==> config.mk <==
export PLATFORM = sky130hd
export DESIGN_NAME = skad_adder
export DESIGN_NICKNAME = d
export VERILOG_FILES = /design/src/rtl/skad_pkg.sv /design/src/rtl/skad_dly.sv /design/src/rtl/skad_stage.sv /design/src/rtl/skad_adder.sv
export SDC_FILE = /design/constraint.sdc
export NUM_CORES = 1
export LEC_CHECK = 0
export BUFFER_PORTS_ARGS = -buffer_cell sky130_fd_sc_hd__buf_4
export CAP_MARGIN = 25
export CORE_AREA = 2 2 39 41
export DETAILED_ROUTE_END_ITERATION = 12
export DIE_AREA = 0 0 41 43
export SYNTH_ARGS = -nofsm -noshare
export SYNTH_HDL_FRONTEND = slang
export SYNTH_SLANG_ARGS = --single-unit
==> constraint.sdc <==
create_clock -name clk -period 3.8 [get_ports clk]
set_clock_uncertainty 0.05 [all_clocks]
set_input_delay 0.95 -clock clk [delete_from_list [all_inputs] [get_ports clk]]
set_output_delay 0.95 -clock clk [all_outputs]
set_load 0.02 [all_outputs]
==> src/rtl/skad_pkg.sv <==
package skad_pkg;

    // one full-adder cell: returns {carry, sum}
    function automatic logic [1:0] fa_cell(input logic x, input logic y, input logic ci);
        logic cy;
        logic sm;
        cy = (x & y) | (x & ci) | (y & ci);
        sm = x ^ y ^ ci;
        return {cy, sm};
    endfunction

endpackage

==> src/rtl/skad_dly.sv <==
module skad_dly #(
    parameter int W     = 4,
    parameter int DEPTH = 1
) (
    input  logic         clk,
    input  logic         rst,
    input  logic [W-1:0] d_i,
    output logic [W-1:0] q_o
);
    generate
        if (DEPTH == 0) begin : g_wire
            assign q_o = d_i;
        end else begin : g_line
            logic [DEPTH-1:0][W-1:0] line_d;
            logic [DEPTH-1:0][W-1:0] line_q;

            always_comb begin
                line_d[0] = d_i;
                for (int i = 1; i < DEPTH; i++) begin
                    line_d[i] = line_q[i-1];
                end
            end

            always_ff @(posedge clk) begin
                if (rst) line_q <= '0;
                else     line_q <= line_d;
            end

            assign q_o = line_q[DEPTH-1];
        end
    endgenerate
endmodule

==> src/rtl/skad_stage.sv <==
module skad_stage
    import skad_pkg::*;
#(
    parameter int SLICE = 2
) (
    input  logic             clk,
    input  logic             rst,
    input  logic             vld_i,
    input  logic [SLICE-1:0] a_i,
    input  logic [SLICE-1:0] b_i,
    input  logic             cin_i,
    output logic [SLICE-1:0] sum_o,
    output logic             vld_o,
    output logic             cout_o
);
    typedef struct packed {
        logic [SLICE-1:0] sum;
        logic             vld;
        logic             cout;
    } stage_t;

    stage_t st_d, st_q;
    logic [SLICE-1:0] part_sum;
    logic             chain;

    always_comb begin
        chain    = cin_i;
        part_sum = '0;
        for (int i = 0; i < SLICE; i++) begin
            {chain, part_sum[i]} = fa_cell(a_i[i], b_i[i], chain);
        end
        st_d.vld  = vld_i;
        st_d.sum  = vld_i ? part_sum : '0;
        st_d.cout = vld_i & chain;
    end

    always_ff @(posedge clk) begin
        if (rst) st_q <= '0;
        else     st_q <= st_d;
    end

    assign sum_o  = st_q.sum;
    assign vld_o  = st_q.vld;
    assign cout_o = st_q.cout;

    AST_SLICE_ADD: assert property (@(posedge clk) disable iff (rst)
        vld_i |=> {cout_o, sum_o} == $past({1'b0, a_i} + {1'b0, b_i} + {{SLICE{1'b0}}, cin_i}))
        else $error("slice sum mismatch");

    AST_IDLE_QUIET: assert property (@(posedge clk) disable iff (rst)
        !vld_i |=> (!vld_o && !cout_o && sum_o == '0))
        else $error("idle slice not quiet");
endmodule

==> src/rtl/skad_adder.sv <==
module skad_adder #(
    parameter int WIDTH  = 4,
    parameter int SLICE  = 2,
    parameter bit DESKEW = 1'b0
) (
    input  logic                   clk,
    input  logic                   rst,
    input  logic [WIDTH/SLICE-1:0] vld_i,
    input  logic [WIDTH-1:0]       a_i,
    input  logic [WIDTH-1:0]       b_i,
    output logic [WIDTH-1:0]       sum_o,
    output logic [WIDTH/SLICE-1:0] vld_o,
    output logic                   cout_o
);
    localparam int STAGES = WIDTH / SLICE;
    localparam int IN_W   = 2 * SLICE + 1;
    localparam int OUT_W  = SLICE + 1;

    logic [STAGES-1:0] carry_w;

    generate
        for (genvar s = 0; s < STAGES; s++) begin : g_slice
            logic [IN_W-1:0]  in_raw, in_al;
            logic [OUT_W-1:0] out_raw, out_al;
            logic [SLICE-1:0] st_sum;
            logic             st_vld;
            logic             cin_w;

            assign in_raw = {vld_i[s], a_i[s*SLICE +: SLICE], b_i[s*SLICE +: SLICE]};

            skad_dly #(.W(IN_W), .DEPTH(DESKEW ? s : 0)) u_in_dly (
                .clk (clk),
                .rst (rst),
                .d_i (in_raw),
                .q_o (in_al)
            );

            if (s == 0) begin : g_cin0
                assign cin_w = 1'b0;
            end else begin : g_cinn
                assign cin_w = carry_w[s-1];
            end

            skad_stage #(.SLICE(SLICE)) u_stage (
                .clk    (clk),
                .rst    (rst),
                .vld_i  (in_al[IN_W-1]),
                .a_i    (in_al[2*SLICE-1:SLICE]),
                .b_i    (in_al[SLICE-1:0]),
                .cin_i  (cin_w),
                .sum_o  (st_sum),
                .vld_o  (st_vld),
                .cout_o (carry_w[s])
            );

            assign out_raw = {st_vld, st_sum};

            skad_dly #(.W(OUT_W), .DEPTH(DESKEW ? (STAGES - 1 - s) : 0)) u_out_dly (
                .clk (clk),
                .rst (rst),
                .d_i (out_raw),
                .q_o (out_al)
            );

            assign sum_o[s*SLICE +: SLICE] = out_al[SLICE-1:0];
            assign vld_o[s]                = out_al[SLICE];
        end
    endgenerate

    assign cout_o = carry_w[STAGES-1];

    AST_RESET_CLEAR: assert property (@(posedge clk)
        rst |=> (vld_o == '0 && sum_o == '0 && !cout_o))
        else $error("outputs not cleared by reset");

    AST_COUT_GATED: assert property (@(posedge clk) disable iff (rst)
        !vld_o[STAGES-1] |-> !cout_o)
        else $error("carry out without top slice valid");
endmodule

Word level (Yosys, flattened, before mapping)
Cells that the tools add are included.
W data, S select, Z words.
{"block": "totals", "latch_bits": 0, "n_memories": 0, "rom_bits": 0, "register_bits": 8, "elab_cells": 35, "ramBits": 0}
{"block": "op_classes", "shifts": 0, "n_bitwise": 27, "reduce_logical": 2, "n_div": 0, "add_sub_neg": 0, "mul": 0, "n_eq_ne": 0, "n_mux": 0, "order_cmp": 0}
{"cell": "$and A1 B1 Y1", "n": 12}
{"cell": "$xor A1 B1 Y1", "n": 7}
{"cell": "$or A1 B1 Y1", "n": 6}
{"cell": "$reduce_or A2 Y1", "n": 2}
{"cell": "$not A1 Y1", "n": 2}

Logic depth before layout (Yosys ltp)
Gate-level depths: netlist of run 1.
{"block": "depth", "depth_word": 7, "ltp_mapped": 5, "mapped_depth_nobuf": 5}

Hierarchy
From an unflattened synthesis of run 1, not the netlist that was laid out.
{"block": "hier_totals", "hier_cells": 45, "hier_area_um2": 464.2}
{"module": "skad_stage at g_slice[0].u_stage", "area_per_inst_um2": 171.4, "seq_area_each_um2": 80.1, "cells_each": 14, "instances": 1}
{"module": "skad_stage at g_slice[1].u_stage", "area_per_inst_um2": 168.9, "seq_area_each_um2": 80.1, "cells_each": 14, "instances": 1}
{"module": "skad_dly at g_slice[0].u_in_dly ...", "area_per_inst_um2": 37.5, "seq_area_each_um2": 0.0, "cells_each": 5, "instances": 2}
{"module": "skad_dly at g_slice[0].u_out_dly ...", "area_per_inst_um2": 22.5, "seq_area_each_um2": 0.0, "cells_each": 3, "instances": 2}
{"module": "skad_adder", "area_per_inst_um2": 3.8, "seq_area_each_um2": 0.0, "cells_each": 1, "instances": 1}

Worst setup path after synthesis of run 1
OpenSTA, ideal clock, no wires.
{"block": "synth_path", "path_kind": "input port to flip-flop", "startpoint": "in a_i[2]", "endpoint": "reg g_slice[1].u_stage.st_q, in the netlist g_slice[1].u_stage.sum_o[1]", "arrival_time_ns": 1.993, "stages": 5, "slack_ns": 1.641, "cell_sequence": "inv_1 -> fa_1 -> inv_1 -> fa_1 -> and3b_1"}
{"block": "synth_via", "elab_chain_cells": 4, "elab_cells_between_ends": 5, "cone_classes": "5 x bitwise"}
{"element": "start: declaration", "line": "skad_adder.sv:9", "source": "input logic [WIDTH-1:0] a_i,"}
{"element": "$and A1 B1 Y1", "line": "skad_pkg.sv:7", "source": "cy = (x & y) | (x & ci) | (y & ci);"}
{"element": "$or A1 B1 Y1 (*) (2 in series)", "line": "skad_pkg.sv:7"}
{"element": "$xor A1 B1 Y1 (*)", "line": "skad_pkg.sv:8", "source": "sm = x ^ y ^ ci;"}
{"element": "via g_slice[1].u_stage.part_sum[1]", "line": "skad_stage.sv:23", "source": "logic [SLICE-1:0] part_sum;"}
{"element": "end signal: assignment", "line": "skad_stage.sv:39", "source": "else st_q <= st_d;"}
{"element": "end: declaration", "line": "skad_stage.sv:22", "source": "stage_t st_d, st_q;"}
Mark *: on every way through the listed nets, which the timed path passes. The rest lies on a longest branch.
A chain may end at the register's enable or synchronous reset.

Worst setup path after layout of run 1
Same ends and word-level chain as after synthesis.

==> results of run 1 <==
==> how the worst max path moves through the flow <==
stage                                        endpoint  cells past startpoint  startpoint
after floorplan           g_slice[1].u_stage.sum_o[1]                      5      a_i[2]
after global placement    g_slice[1].u_stage.sum_o[1]                      6      a_i[2]
after detailed placement  g_slice[1].u_stage.sum_o[1]                      6      a_i[2]
after CTS                 g_slice[1].u_stage.sum_o[1]                      6      a_i[2]
after global routing      g_slice[1].u_stage.sum_o[1]                      6      a_i[2]
final                     g_slice[1].u_stage.sum_o[1]                      6      a_i[2]
==> cells by family after synthesis <==
group	after synthesis	synth area share, %
fa+ha+maj	4	22.22
simple gates	8	19.54
flops	8	49.04
buf+inv	6	9.193
==> metal layers <==
metal / routed length (µm) / global-route usage [%] / share of wire [%]
met4: 0 / 10.00 / 0
met1: 190 / 5.882 / 35
met3: 33 / 0 / 6.0
met2: 323 / 11.88 / 59
met5: 0 / 0 / 0
==> flip-flops by register name, summed over array words and instances, names as in the netlist <==
| name | cells |
|---|---|
| g_slice.u_stage.cout_o | 2 |
| g_slice.u_stage.sum_o | 4 |
| g_slice.u_stage.vld_o | 2 |
==> synthesized netlist by cell type <==
cell type	instances	share of area (%)
inv_1	4	4.6
fa_1	3	18
dfxtp_1	8	49
buf_4	2	4.6
nor2b_1	2	3.8
nor3b_1	1	2.3
and3b_1	5	13
ha_1	1	3.8
==> worst min-delay path, delay by kind of cell, from the launching register on <==
family | cells | cell delay [ps]
DFF | 1 | 290
adders and majority gates | 1 | 150
buffers and inverters | 1 | 60
and+or+nand+nor | 1 | 40
==> cell type report <==
type	count	area, µm²
flip-flops and latches	8	160.2
repair buffers	18	135.1
multi-input cells	12	136.4
clock buffers	3	22.52
inverters	4	15.01
well taps	16	20.02
fillers	144	894.6
==> metrics by stage <==
| stage | area (µm²) | hold slack [ps] | worst slack, ps |
|---|---|---|---|
| after detailed placement | 466.7 | 537.2 | 1513 |
| final | 489.2 | 535.5 | 1777 |
| after global routing | 489.2 | 570.6 | 1745 |
| after floorplan | 326.6 | 511.8 | 1641 |
| after global placement | 466.7 | 533.1 | 1528 |
| after CTS | 489.2 | 546.5 | 1776 |
==> power by group <==
group	leakage, nW	switching [mW]	total [mW]	internal, mW
clock	0.0138	0.0255	0.0614	0.0359
combinational	0.180	0.0144	0.0322	0.0177
sequential	0.0659	0.00105	0.0898	0.0888
total	0.260	0.0410	0.183	0.142
==> layout by cell type (no fill, tap or decap), drive strengths merged <==
| cell type | count |
|---|---|
| ha | 1 |
| dfxtp | 8 |
| nor3b | 1 |
| buf | 18 |
| nor2b | 2 |
| inv | 4 |
| and3b | 5 |
| fa | 3 |
| clkbuf | 3 |
==> metrics, run 1 <==
outcome=completed; RSZ-0062 raised after global routing=false; Clock Latency Late Sink=240 ps; Mean Syn Cell Area=12.56 µm²; Mapped Cells=26; endpoint type of the worst setup path=flip-flop; period utilization=53.23%; die area=~1800 µm²; CP Launch Type=input port; Max IR drop VDD=a little under 0.07 mV; fin cells=61; Util after Layout=35.35%; max_cap viols=0; IO Port Bufs=18; drt wl/cell=8.984 µm; initial antenna violation count=0; Worst-path clk slew=50 ps; gpl congestion=approximately 0.64; fraction of layout cells with a size suffix above 1=46.67%; dpl cells=58; Initial Util=23.60%; area grow syn2layout=49.81%; TritonCTS clock tree=done; CP required=just under 4000 ps; Worst slew margin=88.92%; post-CTS setup buffers=0; Fin Setup TNS=0 ps; Least-Margin Pin Slew=approximately 170 ps; Die Y=43 µm; Final min period=2023 ps; Routed WL=roughly 550 µm; Clock Tree Buf Depth=2; H-Tree Level Count=1; Hold Path Origin=g_slice[0].u_stage.cout_o; worst r2r path cells=5; Syn Nets=42; number of global-route vias before repair=226; Worst Path Max Fanout=1; Yosys reg bits=8; Synth Warn #=0; worst path bufs/invs=3; CP cell instances=buf_4 -> inv_1 -> fa_1 -> inv_1 -> fa_1 -> and3b_1; Antenna diodes=0; largest net degree at the start of global routing=9; DP HPWL=448.1 µm; Initial DRT Pass Iterations=2; nets=63; grt total ovfl=0; Syn Std Cell Area=326.6 µm²; Pwr Total=between 0.15 and 0.2 mW; first-pass GRT wire length=about 800 µm; post_cts resized=0; Overall Global Routing Usage=7.164%; CTS buffer count=3; CTS root buf=clkbuf_4; total clock sinks=8; CP max stage delay=410 ps; endpoints failing setup=0; Die X-Extent=41 µm; Hold Crit Class=reg2reg; initial drt markers=2; vias per inst=3.869; Remaining DRCs=0; CP max stage cell=fa_1; final hold viol count=0; R2R Path Start=g_slice[0].u_stage.cout_o; CP arrival=roughly 2100 ps; Top Family by Delay on Critical Path=adder cells; antenna-violating nets left=0; fin. max-slew vios=0; LEAKAGE=0.2595 nW; Hold Path End=g_slice[1].u_stage.sum_o[0]; Unique masters post-synth=8; achievable frequency=494.4 MHz; # IOs=19; std cell rows=14; Seq/Total Area, Yosys=49.04%; FF-to-FF setup slack=2320 ps; Pwr Density=375.0 nW/µm²; reg2reg end=g_slice[1].u_stage.sum_o[1]; worst setup path category=in2reg; cts hold-fix bufs=0; Hold Path Depth=3; via count=236; CORE AREA=1384 µm²
Power figures use the tool's default switching activity.
==> inputs of run 2 (changes only) <==
Settings changed: ABC_AREA set to 1.
Clock period 3.8 ns to 1.73 ns, I/O delays scaled along.
==> run 2 against run 1 <==
  * Setup slack lost 1500 ps
  * Core utilization up 0.090 points
  * Sequential power increased by 120%
  * Sequential share of layout area down 0.083 points
  * Count of clock-buffer cells in the layout unchanged
  * Cell count is 13% higher
  * Global-route usage rose by 1.2 points
  * Combinational power grew 130%
==> metrics, run 2 <==
outcome=completed (unchanged); Routed WL=495 µm (was 548 µm); endpoint type of the worst setup path=flip-flop (unchanged); Antenna diodes=0 (unchanged); Yosys reg bits=8 (unchanged); number of global-route vias before repair=242 (was 226); grt total ovfl=0 (unchanged); count leader, synth=inv_1 (was dfxtp_1); CP max stage cell=fa_1 (unchanged); worst setup path category=in2reg (unchanged); RSZ-0062 raised after global routing=false (unchanged); Overall Global Routing Usage=8.325% (was 7.164%); Synth Warn #=0 (unchanged); vias per inst=3.696 (was 3.869); cts hold-fix bufs=0 (unchanged); Pwr Density=832.0 nW/µm² (was 375.0 nW/µm²); achievable frequency=696.8 MHz; Clock Latency Late Sink=240 ps (about the same); top post-synthesis cells by count=inv_1 (9), dfxtp_1 (8), nor2_1 (6), fa_1 (3) (was dfxtp_1 (8), and3b_1 (5), inv_1 (4), fa_1 (3)); TritonCTS clock tree=done (unchanged); DP HPWL=427.6 µm (was 448.1 µm); total clock sinks=8 (unchanged); Max IR drop VDD=0.3242 mV (was 0.06841 mV); Fin Setup TNS=0 ps (unchanged); std cell rows=14 (unchanged); cell mode on critical path=inv_1; Clock Tree Buf Depth=2 (unchanged); LEAKAGE=0.2755 nW (was 0.2595 nW); CP max stage delay=400 ps (was 410 ps); Top Family by Delay on Critical Path=adder cells (unchanged); Hold Crit Class=in2reg (was reg2reg); antenna-violating nets left=0 (unchanged); Worst slew margin=94.98% (was 88.92%); CP cell instances=buf_4 -> inv_1 -> fa_1 -> inv_1 -> fa_1 -> inv_1 -> nor2_1 (was buf_4 -> inv_1 -> fa_1 -> inv_1 -> fa_1 -> and3b_1); Remaining DRCs=0 (unchanged); Pwr Total=0.4081 mW (was 0.1835 mW); Seq/Total Area, Yosys=48.85% (was 49.04%); Hold Path Depth=2 (was 3); Unique masters post-synth=9 (was 8); CTS root buf=clkbuf_4 (unchanged); initial antenna violation count=0 (unchanged); Mean Syn Cell Area=9.642 µm² (was 12.56 µm²); Worst Path Max Fanout=1 (unchanged); IO Port Bufs=18 (unchanged); final hold viol count=0 (unchanged); first-pass GRT wire length=869 µm (was 800 µm); largest net degree at the start of global routing=5 (was 9); R2R Path Start=g_slice[0].u_stage.cout_o (unchanged); Worst-path clk slew=50 ps (about the same); ys flop type=dfxtp_1 (unchanged); Area contributors post-synth=dfxtp_1 (49%), fa_1 (18%), inv_1 (10%) (was dfxtp_1 (49%), fa_1 (18%), and3b_1 (13%)); fin. max-slew vios=0 (unchanged); via count=255 (was 236); # IOs=19 (unchanged); reg2reg end=g_slice[1].u_stage.sum_o[1] (unchanged); Syn Nets=50 (was 42); max reg flops=4 (unchanged); CP Launch Type=input port (unchanged); Least-Margin Pin Slew=75.04 ps (was 165.9 ps); post_cts resized=0 (unchanged); initial drt markers=1 (was 2); worst r2r path cells=6 (was 5); post-CTS setup buffers=0 (unchanged); gpl congestion=0.7078 (was 0.6390); CORE AREA=1384 µm² (unchanged); Initial DRT Pass Iterations=3 (was 2); FF-to-FF setup slack=310 ps (was 2320 ps); Post-synth EDFFs=0 (unchanged); Initial Util=23.69% (was 23.60%); Die Y=43 µm (unchanged); Syn Std Cell Area=327.8 µm² (was 326.6 µm²); Final min period=1435 ps; Hold Path Origin=rst (was g_slice[0].u_stage.cout_o); Hold Path End=g_slice[0].u_stage.cout_o (was g_slice[1].u_stage.sum_o[0]); commonest non-fill, non-tap cell in the layout=buf_4 (unchanged); Async SR Flop Fraction=0% (unchanged); Die X-Extent=41 µm (unchanged); endpoints failing setup=0 (unchanged); nets=71 (was 63); H-Tree Level Count=1 (unchanged); Mapped Cells=34 (was 26); fraction of layout cells with a size suffix above 1=45.28% (was 46.67%); max_cap viols=0 (unchanged); CTS buffer count=3 (unchanged); period utilization=82.95%; CP arrival=1530 ps (was 2110 ps); CP required=1820 ps (was 3890 ps); worst path bufs/invs=4 (was 3); Synth top area share=48.85% (was 49.04%); most frequent cells in the layout=buf_4 (18), inv_1 (9), dfxtp_1 (8), nor2_1 (6) (was buf_4 (18), dfxtp_1 (8), and3b_1 (5), inv_1 (4)); die area=1763 µm² (unchanged); drt wl/cell=7.174 µm (was 8.984 µm); area grow syn2layout=49.62% (was 49.81%); Yosys top cell by area=dfxtp_1 (unchanged)
-- run 2: worst register-to-register path: stages, from the launching register on --
cell     delay, ps
dfxtp_1        300
inv_1           50
fa_1           350
inv_1           70
fa_1           410
inv_1           60
nor2_1          40
-- run 2: worst max-delay path by stage --
stage                                         start                           to  slack, ps  depth (start not counted)
after detailed placement                     a_i[2]  g_slice[1].u_stage.sum_o[1]         40                          7
final                                        a_i[2]  g_slice[1].u_stage.sum_o[1]        290                          7
after global placement                       a_i[2]  g_slice[1].u_stage.sum_o[1]         60                          7
after CTS                 g_slice[0].u_stage.cout_o  g_slice[1].u_stage.sum_o[1]        300                          6
after global routing                         a_i[2]  g_slice[1].u_stage.sum_o[1]        250                          7
after floorplan                              a_i[2]  g_slice[1].u_stage.sum_o[1]        160                          6
-- run 2: kinds of logic (layout without fill, tap and decap cells) --
logic type	after synthesis	in the layout	share of synthesized area, %
AND/OR/NAND/NOR	10	10	12.98
adder cells (fa/ha/maj)	4	4	22.14
buffers and inverters	12	31	16.03
flip-flops	8	8	48.85
-- run 2: power breakdown --
part           leakage [nW]  internal [mW]  switching, mW  total [mW]
logic                 0.196         0.0387         0.0366      0.0753
registers            0.0659          0.195        0.00239       0.197
clock network        0.0138         0.0789         0.0564       0.135
total                 0.275          0.313         0.0954       0.408
-- run 2: area by class of cell --
class,count,area [µm²]
Inverter,10,37.54
Multi-Input combinational cell,14,115.1
Fill cell,154,893.4
Sequential cell,8,160.2
Timing Repair Buffer,18,135.1
Clock buffer,3,22.52
Tap cell,16,20.02
-- run 2: metal layers --
metal  track usage, %  wire, µm
met2            10.94       220
met1            7.667       189
met4            10.00        19
met3            4.712        66
met5                0         0
-- run 2: metrics by stage --
step / utilization, % / hold slack (ps) / instance area (µm²) / instances / setup WS (ps)
after detailed placement: 33.82 / 541.5 / 467.9 / 66 / 37.70
after global placement: 33.82 / 525.6 / 467.9 / 66 / 59.26
after CTS: 35.44 / 298.8 / 490.5 / 69 / 299.4
after global routing: 35.44 / 299.2 / 490.5 / 69 / 248.3
final: 35.44 / 309.5 / 490.5 / 69 / 295.0
after floorplan: - / 454.0 / 327.8 / 34 / 156.1
==> inputs of run 3 (changes only) <==
Settings changed: ABC_AREA 1 to 0.
Clock period 1.73 ns to 1.17 ns, I/O delays scaled along.
==> run 3 against run 2 <==
  * The flow now finishes with violations (negative setup slack)
  * Design area is 3.1% higher
  * Via count is 3.5% lower
  * Combinational power rose by 47%
  * Wire length increased by 28%
  * Hold slack worse by 110 ps
  * Global-route usage up 0.97 points
  * Die area did not move
  * Largest power group unchanged
  * Flip-flop and latch count unchanged
  * First-iteration DRC count decreased by 100%
  * Clock power up 50%
  * Power is 49% higher
  * Register-to-register slack got worse by 590 ps
==> metrics, run 3 (synthesized netlist as in run 1, its figures left out) <==
Worst-path clk slew=50 ps (about the same); FILL cells=130 (was 154); IO Port Bufs=18 (unchanged); Routed WL=636 µm (was 495 µm); Antenna diodes=0 (unchanged); Switching Share=23.14% (was 23.38%); NetSw=0.1403 mW (was 0.09540 mW); DP Area=483.0 µm² (was 467.9 µm²); endpoints failing setup=2 (was 0); post-route setup slack=-282.5 ps (was 295.0 ps); initial antenna violation count=0 (unchanged); Worst Path Max Fanout=1 (unchanged); post-CTS setup buffers=0 (unchanged); post-place setup slack=-394.8 ps (was 37.70 ps); outcome=complete, but fails checks (was completed); max_cap viols=0 (unchanged); drt wl/cell=10.43 µm (was 7.174 µm); nets=63 (was 71); grt total ovfl=0 (unchanged); Final min period=about 1500 ps; CTS buffer count=3 (unchanged); commonest non-fill, non-tap cell in the layout=buf_4 (unchanged); dpl cells=58 (was 66); vias per inst=4.033 (was 3.696); Least-Margin Pin Slew=166.5 ps (was 75.04 ps); most frequent cells in the layout=buf_4 (18), dfxtp_1 (7), and3b_1 (5), clkbuf_4 (3) (was buf_4 (18), inv_1 (9), dfxtp_1 (8), nor2_1 (6)); Worst slew margin=88.88% (was 94.98%); fin cells=61 (was 69); CP cell instances=inv_2 -> fa_2 -> inv_2 -> fa_1 -> and3b_1 (was buf_4 -> inv_1 -> fa_1 -> inv_1 -> fa_1 -> inv_1 -> nor2_1); Initial DRT Pass Iterations=1 (was 3); worst setup path category=reg2reg (was in2reg); total clock sinks=8 (unchanged); final hold viol count=0 (unchanged); LEAKAGE=0.2580 nW (was 0.2755 nW); TritonCTS clock tree=done (unchanged); Max IR drop VDD=0.5176 mV (was 0.3242 mV); CTS root buf=clkbuf_4 (unchanged); # IOs=19 (unchanged); std cell rows=14 (unchanged); Initial Util=23.60% (was 23.69%); CP max stage cell=fa_1 (unchanged); largest net degree at the start of global routing=9 (was 5); cell mode on critical path=inv_2 (was inv_1); Internal Pwr Total=0.4662 mW (was 0.3126 mW); fraction of layout cells with a size suffix above 1=57.78% (was 45.28%); achievable frequency=688.5 MHz; Remaining DRCs=0 (unchanged); CP required=1260 ps (was 1820 ps); number of global-route vias before repair=283 (was 242); CORE AREA=1384 µm² (unchanged); endpoint type of the worst setup path=flip-flop (unchanged); antenna-violating nets left=0 (unchanged); period utilization=124.1%; Pwr Total=0.6065 mW (was 0.4081 mW); Die Y=43 µm (unchanged); CP arrival=1540 ps (was 1530 ps); Clock Tree Buf Depth=2 (unchanged); Clock Latency Late Sink=240 ps (about the same); via count=246 (was 255); CP max stage delay=390 ps (was 400 ps); Fin Setup TNS=-355.9 ps (was 0 ps); Hold Slack=203.6 ps (was 309.5 ps); Die X-Extent=41 µm (unchanged); Util after Layout=36.53% (was 35.44%); post-route cell area=505.5 µm² (was 490.5 µm²); RSZ-0062 raised after global routing=true (was false); Clock Power Share=33.4% (was 33.2%); register share of total power=48.3% (was 48.4%); initial drt markers=0 (was 1); area grow syn2layout=54.79% (was 49.62%); first-pass GRT wire length=1028 µm (was 869 µm); DP HPWL=543 µm (was 427.6 µm); CP Launch Type=flip-flop (was input port); max reg flops=4 (unchanged); gpl congestion=0.5754 (was 0.7078); Pwr Density=1200 nW/µm² (was 832.0 nW/µm²); fin. max-slew vios=0 (unchanged); Overall Global Routing Usage=9.293% (was 8.325%); Hold Crit Class=in2reg (unchanged); failing checks=negative setup slack; combinational power share=18.3% (was 18.5%); H-Tree Level Count=1 (unchanged); die area=1763 µm² (unchanged)
[run 3: cell types whose count changed in the layout (fill, tap and decap cells not counted), moves of 2 or more]
cell	previous run	this run
inv_1	9	2
nand2_1	2	0
nand2_2	2	0
and3b_1	0	5
nor2b_1	0	2
nor2_1	6	0
[run 3: critical path: cells and delay by family, from the launching register on]
family	cells	cell delay (ps)
flip-flops	1	320
adder cells (fa/ha/maj)	2	720
AND/OR/NAND/NOR	1	160
buffers and inverters	2	90
[run 3: what timing repair did]
action / in CTS / in global routing
hold buffers: 0 / 0
resized for setup: 0 / 0
pin swaps: 2 / 1
hold endpoints to repair: 0 / 0
setup endpoints to repair: 2 / 2
[run 3: cell type report]
cell class / count / area, µm² / share of cell area (%)
flip-flops and latches: 8 / 161.4 / 31.93
multi-input cells: 12 / 151.4 / 29.95
repair buffers: 18 / 135.1 / 26.73
clock buffers: 3 / 22.52 / 4.455
well taps: 16 / 20.02 / 3.960
inverters: 4 / 15.01 / 2.970
[run 3: metal layers]
| metal | up-vias | global-route usage, % | routed length, µm |
|---|---|---|---|
| met3 | 0 | 5.759 | 120 |
| met1 | 110 | 9.180 | 226 |
| li1 | 118 | - | - |
| met4 | 0 | 8.000 | 0 |
| met2 | 18 | 12.81 | 288 |
| met5 | - | 0 | 0 |
[run 3: power by group through the flow]
stage / registers (mW) / clock network [mW] / logic [mW]
6_report: 0.293 / 0.203 / 0.111
5_1_grt: 0.294 / 0.228 / 0.127
3_5_place_dp: 0.299 / 0 / 0.113
2_1_floorplan: 0.311 / 0 / 0.0390
4_1_cts: 0.293 / 0.220 / 0.114
3_3_place_gp: 0.298 / 0 / 0.112
[run 3: final timing paths]
check	startpoint	to	slack, ps	depth (start not counted)
hold reg to reg	g_slice[0].u_stage.cout_o	g_slice[1].u_stage.sum_o[0]	580	3
setup reg to reg	g_slice[0].u_stage.cout_o	g_slice[1].u_stage.sum_o[1]	-280	5
hold / removal	rst	g_slice[0].u_stage.vld_o	200	2
setup / recovery	g_slice[0].u_stage.cout_o	g_slice[1].u_stage.sum_o[1]	-280	5
